**config.mk**
```make
export PLATFORM = sky130hd
export DESIGN_NAME = zbt_sram
export DESIGN_NICKNAME = d
export VERILOG_FILES = /design/src/rtl/zbt_pkg.sv /design/src/rtl/zbt_cmd.sv /design/src/rtl/zbt_stage.sv /design/src/rtl/zbt_array.sv /design/src/rtl/zbt_sram.sv
export SDC_FILE = /design/constraint.sdc
export NUM_CORES = 2
export LEC_CHECK = 0
export ABC_AREA = 0
export BUFFER_PORTS_ARGS = -buffer_cell sky130_fd_sc_hd__buf_2
export CAP_MARGIN = 15
export CORE_UTILIZATION = 30
export CTS_CLUSTER_DIAMETER = 100
export DETAILED_ROUTE_END_ITERATION = 8
export MAX_ROUTING_LAYER = met4
export PLACE_DENSITY = 0.47
export SYNTH_ARGS = -nofsm -noshare
export SYNTH_HDL_FRONTEND = slang
export SYNTH_SLANG_ARGS = --single-unit
```
**constraint.sdc**
```tcl
create_clock -name clk -period 4.6 [get_ports clk]
set_clock_uncertainty 0.1 [all_clocks]
set_input_delay 0.92 -clock clk [delete_from_list [all_inputs] [get_ports clk]]
set_output_delay 0.92 -clock clk [all_outputs]
set_load 0.05 [all_outputs]
```
**src/rtl/zbt_pkg.sv**
```systemverilog
package zbt_pkg;
  localparam int LANES  = 4;
  localparam int LANE_W = 9;
  localparam int WORD_W = LANES * LANE_W;

  // Low two address bits of burst beat n from a start value.
  function automatic logic [1:0] burst_low(input logic [1:0] start,
                                           input logic [1:0] beat,
                                           input logic       ilv);
    return ilv ? (start ^ beat) : (start + beat);
  endfunction

  // Replace the lanes whose active-low select is 0.
  function automatic logic [WORD_W-1:0] lane_merge(input logic [WORD_W-1:0] old_w,
                                                   input logic [WORD_W-1:0] new_w,
                                                   input logic [LANES-1:0]  sel_n);
    logic [WORD_W-1:0] r;
    r = old_w;
    for (int i = 0; i < LANES; i++)
      if (!sel_n[i]) r[i*LANE_W +: LANE_W] = new_w[i*LANE_W +: LANE_W];
    return r;
  endfunction
endpackage

```
**src/rtl/zbt_cmd.sv**
```systemverilog
module zbt_cmd
  import zbt_pkg::*;
#(
  parameter int ADDR_W = 6
) (
  input  logic              clk,
  input  logic              rst_n,
  input  logic              cke,
  input  logic              sel,
  input  logic              adv_ld,
  input  logic              wr_in,
  input  logic              ilv_in,
  input  logic [ADDR_W-1:0] addr,
  output logic              s1_vld,
  output logic              s1_wr,
  output logic [ADDR_W-1:0] s1_addr
);
  logic              act, wr_q, ilv_q;
  logic [ADDR_W-1:0] base;
  logic [1:0]        beat;
  logic [1:0]        beat_nx;

  assign beat_nx = beat + 2'd1;

  always_ff @(posedge clk or negedge rst_n) begin
    if (!rst_n) begin
      act <= 1'b0; wr_q <= 1'b0; ilv_q <= 1'b0; base <= '0; beat <= '0;
      s1_vld <= 1'b0; s1_wr <= 1'b0; s1_addr <= '0;
    end else if (cke) begin
      if (!adv_ld) begin
        if (sel) begin
          act <= 1'b1; base <= addr; beat <= 2'd0; wr_q <= wr_in; ilv_q <= ilv_in;
          s1_vld <= 1'b1; s1_wr <= wr_in; s1_addr <= addr;
        end else begin
          act <= 1'b0; s1_vld <= 1'b0;
        end
      end else if (act) begin
        beat    <= beat_nx;
        s1_vld  <= 1'b1;
        s1_wr   <= wr_q;
        s1_addr <= {base[ADDR_W-1:2], burst_low(base[1:0], beat_nx, ilv_q)};
      end else begin
        s1_vld <= 1'b0;
      end
    end
  end

  // a deselected load empties the first stage
  a_r5_deselect: assert property (@(posedge clk) disable iff (!rst_n)
    (cke && !adv_ld && !sel) |=> !s1_vld);

  // advancing keeps the upper address bits of the burst
  a_r6_upper_fixed: assert property (@(posedge clk) disable iff (!rst_n)
    (cke && adv_ld && act) |=> (s1_vld && s1_addr[ADDR_W-1:2] == $past(s1_addr[ADDR_W-1:2])));
endmodule

```
**src/rtl/zbt_stage.sv**
```systemverilog
module zbt_stage #(
  parameter int ADDR_W = 6
) (
  input  logic              clk,
  input  logic              rst_n,
  input  logic              cke,
  input  logic              in_vld,
  input  logic              in_wr,
  input  logic [ADDR_W-1:0] in_addr,
  output logic              out_vld,
  output logic              out_wr,
  output logic [ADDR_W-1:0] out_addr
);
  always_ff @(posedge clk or negedge rst_n) begin
    if (!rst_n) begin
      out_vld <= 1'b0; out_wr <= 1'b0; out_addr <= '0;
    end else if (cke) begin
      out_vld <= in_vld; out_wr <= in_wr; out_addr <= in_addr;
    end
  end

  // a frozen clock holds the second stage
  a_r4_stage_hold: assert property (@(posedge clk) disable iff (!rst_n)
    !cke |=> ($stable(out_vld) && $stable(out_wr) && $stable(out_addr)));
endmodule

```
**src/rtl/zbt_array.sv**
```systemverilog
module zbt_array
  import zbt_pkg::*;
#(
  parameter int ADDR_W = 6
) (
  input  logic              clk,
  input  logic              rst_n,
  input  logic              cke,
  input  logic              ph_vld,
  input  logic              ph_wr,
  input  logic [ADDR_W-1:0] ph_addr,
  input  logic [WORD_W-1:0] wdata,
  input  logic [LANES-1:0]  wsel_n,
  output logic [WORD_W-1:0] rdata,
  output logic              drv_q
);
  localparam int DEPTH = 1 << ADDR_W;

  logic [WORD_W-1:0] mem [DEPTH];
  logic              wr_ev, rd_ev;

  assign wr_ev = cke && ph_vld && ph_wr;
  assign rd_ev = cke && ph_vld && !ph_wr;

  always_ff @(posedge clk) begin
    if (wr_ev) mem[ph_addr] <= lane_merge(mem[ph_addr], wdata, wsel_n);
  end

  always_ff @(posedge clk or negedge rst_n) begin
    if (!rst_n) begin
      rdata <= '0; drv_q <= 1'b0;
    end else if (cke) begin
      drv_q <= rd_ev;
      if (rd_ev) rdata <= mem[ph_addr];
    end
  end

  // a frozen clock holds the read outputs
  a_r4_out_hold: assert property (@(posedge clk) disable iff (!rst_n)
    !cke |=> ($stable(rdata) && $stable(drv_q)));
endmodule

```
**src/rtl/zbt_sram.sv**
```systemverilog
module zbt_sram
  import zbt_pkg::*;
#(
  parameter int ADDR_W = 6
) (
  input  logic              clk,
  input  logic              rst_n,
  input  logic              cke_n,
  input  logic              ce1_n,
  input  logic              ce2,
  input  logic              ce3_n,
  input  logic              adv_ld,
  input  logic              we_n,
  input  logic              lbo,
  input  logic [ADDR_W-1:0] addr,
  input  logic [LANES-1:0]  bw_n,
  input  logic              oe_n,
  input  logic [WORD_W-1:0] dq_in,
  output logic [WORD_W-1:0] dq_out,
  output logic              dq_drive
);
  logic              cke, sel;
  logic              s1_vld, s1_wr, s2_vld, s2_wr, drv_q;
  logic [ADDR_W-1:0] s1_addr, s2_addr;

  assign cke = !cke_n;
  assign sel = !ce1_n && ce2 && !ce3_n;

  zbt_cmd #(.ADDR_W(ADDR_W)) u_cmd (
    .clk(clk), .rst_n(rst_n), .cke(cke), .sel(sel), .adv_ld(adv_ld),
    .wr_in(!we_n), .ilv_in(lbo), .addr(addr),
    .s1_vld(s1_vld), .s1_wr(s1_wr), .s1_addr(s1_addr));

  zbt_stage #(.ADDR_W(ADDR_W)) u_stage (
    .clk(clk), .rst_n(rst_n), .cke(cke),
    .in_vld(s1_vld), .in_wr(s1_wr), .in_addr(s1_addr),
    .out_vld(s2_vld), .out_wr(s2_wr), .out_addr(s2_addr));

  zbt_array #(.ADDR_W(ADDR_W)) u_array (
    .clk(clk), .rst_n(rst_n), .cke(cke),
    .ph_vld(s2_vld), .ph_wr(s2_wr), .ph_addr(s2_addr),
    .wdata(dq_in), .wsel_n(bw_n), .rdata(dq_out), .drv_q(drv_q));

  assign dq_drive = drv_q && !oe_n;

  // a read in the second stage drives the bus after the next enabled edge
  a_r1_read_drive: assert property (@(posedge clk) disable iff (!rst_n)
    (cke && s2_vld && !s2_wr) |=> drv_q);

  // a write or empty slot in the second stage releases the bus
  a_r9_drive_off: assert property (@(posedge clk) disable iff (!rst_n)
    (cke && !(s2_vld && !s2_wr)) |=> !drv_q);
endmodule

```
==> run_results.csv <==
group,metric,value,unit
detailed_routing,detail_route.vias_per_cell,6.06,
timing,finalCritPeriodShare,98.1,%
clocking,clk_pin_slew,0.06,ns
clocking,post_cts_buffers,0,
status,status,"complete, no violations",
placement,gp_congestion,0.866,
critical_path,worstRegToRegCells,10,
global_routing,grt_pass1_wl,530000,um
timing,fin_setup_tns,0,ns
global_routing,grt_pass1_vias,56300,
timing,slew_violations,0,
logic_synthesis,synthFlopType,"edfxtp_1",
placement,pre_cts_ws,0.0648,ns
layout,regArea,70800,um2
critical_path,reg2reg_slack,0.09,ns
logic_synthesis,syn-mean-instance-area,17.0,um2
clocking,clk_latency,0.94,ns
detailed_routing,drt-initial-drc-count,10300,
placement,io_buffer_count,92,
detailed_routing,wire_per_inst,40.1,um
layout,nets,5823,
power_and_ir_drop,ir_drop,0.581,mV
timing,hold_violations,0,
timing,grt_setup_unrepaired,"no",
layout,nFillCells,28700,
logic_synthesis,ys.warnings.count,0,
timing,relSlewSlack,13.1,%
critical_path,critPathArrivalTime,5.05,ns
critical_path,critPathCaptureType,"register",
logic_synthesis,yosysSeqAreaShare,77.1,%
logic_synthesis,syn_inst,5388,
floorplanning,chipWidth,555,um
worst_hold_path,min_from,"we_n",
critical_path,crit_chain,"buf_4, or3b_4, nor2_1, a2111oi_0, buf_4, nand4_1, a2111oi_2, buf_4, a21oi_4, buf_12",
global_routing,antenna_found_initial,29,
clocking,cts_buffers,248,
timing,worstMarginPinSlew,1.30,ns
detailed_routing,via_count,60900,
layout,utilization,36.2,%
clocking,cts_htree_levels,4,
clocking,clock_sinks,2368,
detailed_routing,wirelength,403000,um
detailed_routing,first_pass_iters,8,
flow_run,drv_cap,0,
power_and_ir_drop,p_per_area,654,nW/um2
floorplanning,rows,202,
critical_path,slowest_stage,"a2111oi_0",
logic_synthesis,yosysUniqueCellTypes,81,
global_routing,grt_use_total,26.2,%
power_and_ir_drop,p_leak,0.0341,uW
global_routing,overflow,0,
critical_path,cp.required,5.14,ns
logic_synthesis,synthArstFlopShare,2.70,%
critical_path,crit_buf_inv,4,
clocking,clockBufferDepth,4,
critical_path,crit_fanout,46,
layout,multi_input_area,20100,um2
logic_synthesis,synth_area,91900,um2
clocking,root_buffer,"clkbuf_16",
logic_synthesis,synth_edf_count,2304,
timing,hold_ws,0.140,ns
floorplanning,initial_utilization,30.2,%
floorplanning,die_y,555,um
critical_path,r2r-end,"u_array.mem[22][26]$_DFFE_PP_",
logic_synthesis,synth_fp_nets,5445,
detailed_routing,drc,0,
timing,min_period,4.51,ns
critical_path,r2r_start,"u_stage.out_addr[4]$_DFFE_PN0N_",
layout,drive_above_1_share,21.8,%
timing,setup_viol,0,
timing,fin_ws,0.0880,ns
layout,syn2layout_area_growth,19.6,%
worst_hold_path,min_path_cells,2,
critical_path,critical_path_class,"reg2reg",
detailed_routing,ant_nets,0,
worst_hold_path,worstHoldPathType,"in2reg",
floorplanning,design.core.area,304000,um2
placement,hpwl,230000,um
critical_path,slowest_delay,0.96,ns
critical_path,crit_top_cell,"buf_4",
floorplanning,io_pins,93,
logic_synthesis,synth.ff_latch_count,2368,
global_routing,grt_max_degree,89,
critical_path,critPathTopFamily,"compound AO/OA/AOI/OAI gates",
worst_hold_path,min_to,"u_cmd.wr_q$_DFFE_PN0P_",
floorplanning,die-area,308000,um2
clocking,cts_tree,"built",
critical_path,start_kind,"register",
timing,max_freq,0.222,GHz
## worst max path at each step
stage	cells past startpoint	start	slack [ns]	end
6_report	10	u_stage.out_addr[4]$_DFFE_PN0N_	0.09	u_array.mem[22][26]$_DFFE_PP_
3_3_place_gp	10	u_stage.out_addr[0]$_DFFE_PN0N_	0.02	u_array.mem[14][17]$_DFFE_PP_
4_1_cts	9	u_stage.out_addr[0]$_DFFE_PN0N_	0.16	u_array.mem[59][8]$_DFFE_PP_
5_1_grt	9	u_stage.out_addr[4]$_DFFE_PN0N_	0.06	u_array.mem[59][8]$_DFFE_PP_
3_5_place_dp	10	u_stage.out_addr[0]$_DFFE_PN0N_	0.06	u_array.mem[38][17]$_DFFE_PP_
2_1_floorplan	11	u_stage.out_addr[1]$_DFFE_PN0N_	0.003	u_array.mem[0][33]$_DFFE_PP_
## placed cells by master (no fill, tap or decap), types with 23 or more instances in the layout
| cell type | synthesis | final |
|---|---|---|
| a221oi_1 | 316 | 316 |
| mux2i_1 | 107 | 107 |
| nor2_1 | 215 | 144 |
| buf_4 | 14 | 323 |
| buf_12 | 0 | 162 |
| a21oi_1 | 184 | 169 |
| a22o_1 | 74 | 74 |
| o22a_1 | 35 | 35 |
| nand3_1 | 83 | 82 |
| o2bb2ai_1 | 28 | 28 |
| edfxtp_1 | 2304 | 2304 |
| nand3b_1 | 97 | 97 |
| o21ai_0 | 76 | 76 |
| clkbuf_16 | 0 | 248 |
| nand2_1 | 78 | 78 |
| a2111oi_0 | 25 | 25 |
| o22ai_1 | 153 | 153 |
| a22oi_1 | 356 | 356 |
| clkinv_2 | 0 | 27 |
| nor2_4 | 0 | 68 |
| a221o_1 | 65 | 65 |
| buf_2 | 184 | 91 |
| mux2_2 | 161 | 161 |
| clkbuf_8 | 0 | 23 |
| clkinv_1 | 0 | 52 |
| nor3_1 | 59 | 57 |
| a31oi_1 | 49 | 34 |
| a211oi_1 | 38 | 38 |
| or3b_2 | 75 | 72 |
| clkbuf_1 | 170 | 69 |
| dfrtp_1 | 64 | 58 |
## area by class of cell
| cell class | instances | area share, % |
|---|---|---|
| Antenna cell | 12 | 0.0273 |
| Multi-Input combinational cell | 2561 | 18.3 |
| Tap cell | 4080 | 4.65 |
| Timing Repair Buffer | 577 | 5.58 |
| Clock buffer | 340 | 6.17 |
| Sequential cell | 2368 | 64.5 |
| Inverter | 10 | 0.0501 |
| Clock inverter | 100 | 0.742 |
## timing repair
action                     CTS  global route
setup endpoints to repair    8             0
hold buffers                 1             0
gates resized for setup      1             0
hold endpoints to repair    19             0
## metrics by stage
step                      power [uW]  area, um2  cells
after floorplan                40500      91900   5388
after global placement         52200     102000   9595
after detailed placement       52400     102000   9595
after CTS                      71500     110000  10000
after global routing           73500     110000  10000
final                          71800     110000  10000
## registers in the layout, summed over array words and instances, names as in the netlist, 2 cells and up
| signal | count |
|---|---|
| u_stage.out_addr | 6 |
| u_cmd.s1_addr | 6 |
| u_array.mem | 2304 |
| u_cmd.base | 6 |
| u_array.rdata | 36 |
| u_cmd.beat | 2 |
## logic make-up (layout without fill, tap and decap cells)
logic type | after synthesis | in the layout | share of synthesized area [%]
adder cells (fa/ha/maj) | 1 | 1 | 0.0136
AND/OR/NAND/NOR | 768 | 768 | 4.73
XOR/XNOR | 3 | 3 | 0.0286
buffers and inverters | 459 | 1027 | 2.22
multiplexers | 289 | 289 | 3.65
other | 0 | 12 | 0
AO/OA/AOI/OAI | 1500 | 1500 | 12.3
flip-flops | 2368 | 2368 | 77.1
## Yosys cell counts, types with 7 or more instances
master     number  area, um2
or3_1          20        125
buf_1          76        285
o32ai_1         8       70.1
nand3b_1       97        728
o221ai_1       21        184
a21oi_1       184        921
nor4_1         24        150
a31oi_1        49        307
mux2_2        161       1810
nand3_1        83        415
buf_2         184        921
and4_1          7       61.3
inv_1           8       30.0
or4_1           7       52.6
o22ai_1       153        957
nand4_1        14       87.6
a221oi_1      316       2770
nor3b_1         7       52.6
clkbuf_1      170        638
o2bb2ai_1      28        245
or3b_2         75        657
a2111oi_0      25        219
o21ai_0        76        380
buf_4          14        105
a22oi_1       356       2670
a221o_1        65        651
mux4_2         21        473
and3_1         18        113
nor2b_1        11       68.8
nand2b_1       15       93.8
nand2_1        78        293
a211oi_1       38        285
mux2i_1       107       1070
edfxtp_1     2304      69200
a22o_1         74        648
dfrtp_1        64       1600
o22a_1         35        307
nor2_1        215        807
a222oi_1        8       80.1
nor3_1         59        295
## worst register-to-register path, cell delays in order, from the launching register on
cell and delay [ns]:
dfrtp_2 0.39, buf_4 0.34, or3b_4 0.63, nor2_1 0.31
a2111oi_0 0.97, buf_4 0.24, nand4_1 0.24, a2111oi_2 0.40
buf_4 0.23, a21oi_4 0.10, buf_12 0.21
## where the power goes
group | internal (uW) | leakage [uW] | total, uW | switching (uW)
registers | 27400 | 0.0214 | 27900 | 495
clock network | 10800 | 0.00371 | 19400 | 8540
logic | 7330 | 0.00897 | 24600 | 17300
total | 45500 | 0.0341 | 71800 | 26300
## routing by layer
metal / global-route usage [%] / wire length [um] / up-vias
li1: - / - / 23300
met1: 36.4 / 166000 / 32800
met2: 38.5 / 178000 / 4082
met3: 4.68 / 42600 / 700
met4: 8.98 / 16000 / 0
met5: - / 0 / -
Note: power is estimated with default switching activity, not from simulation.
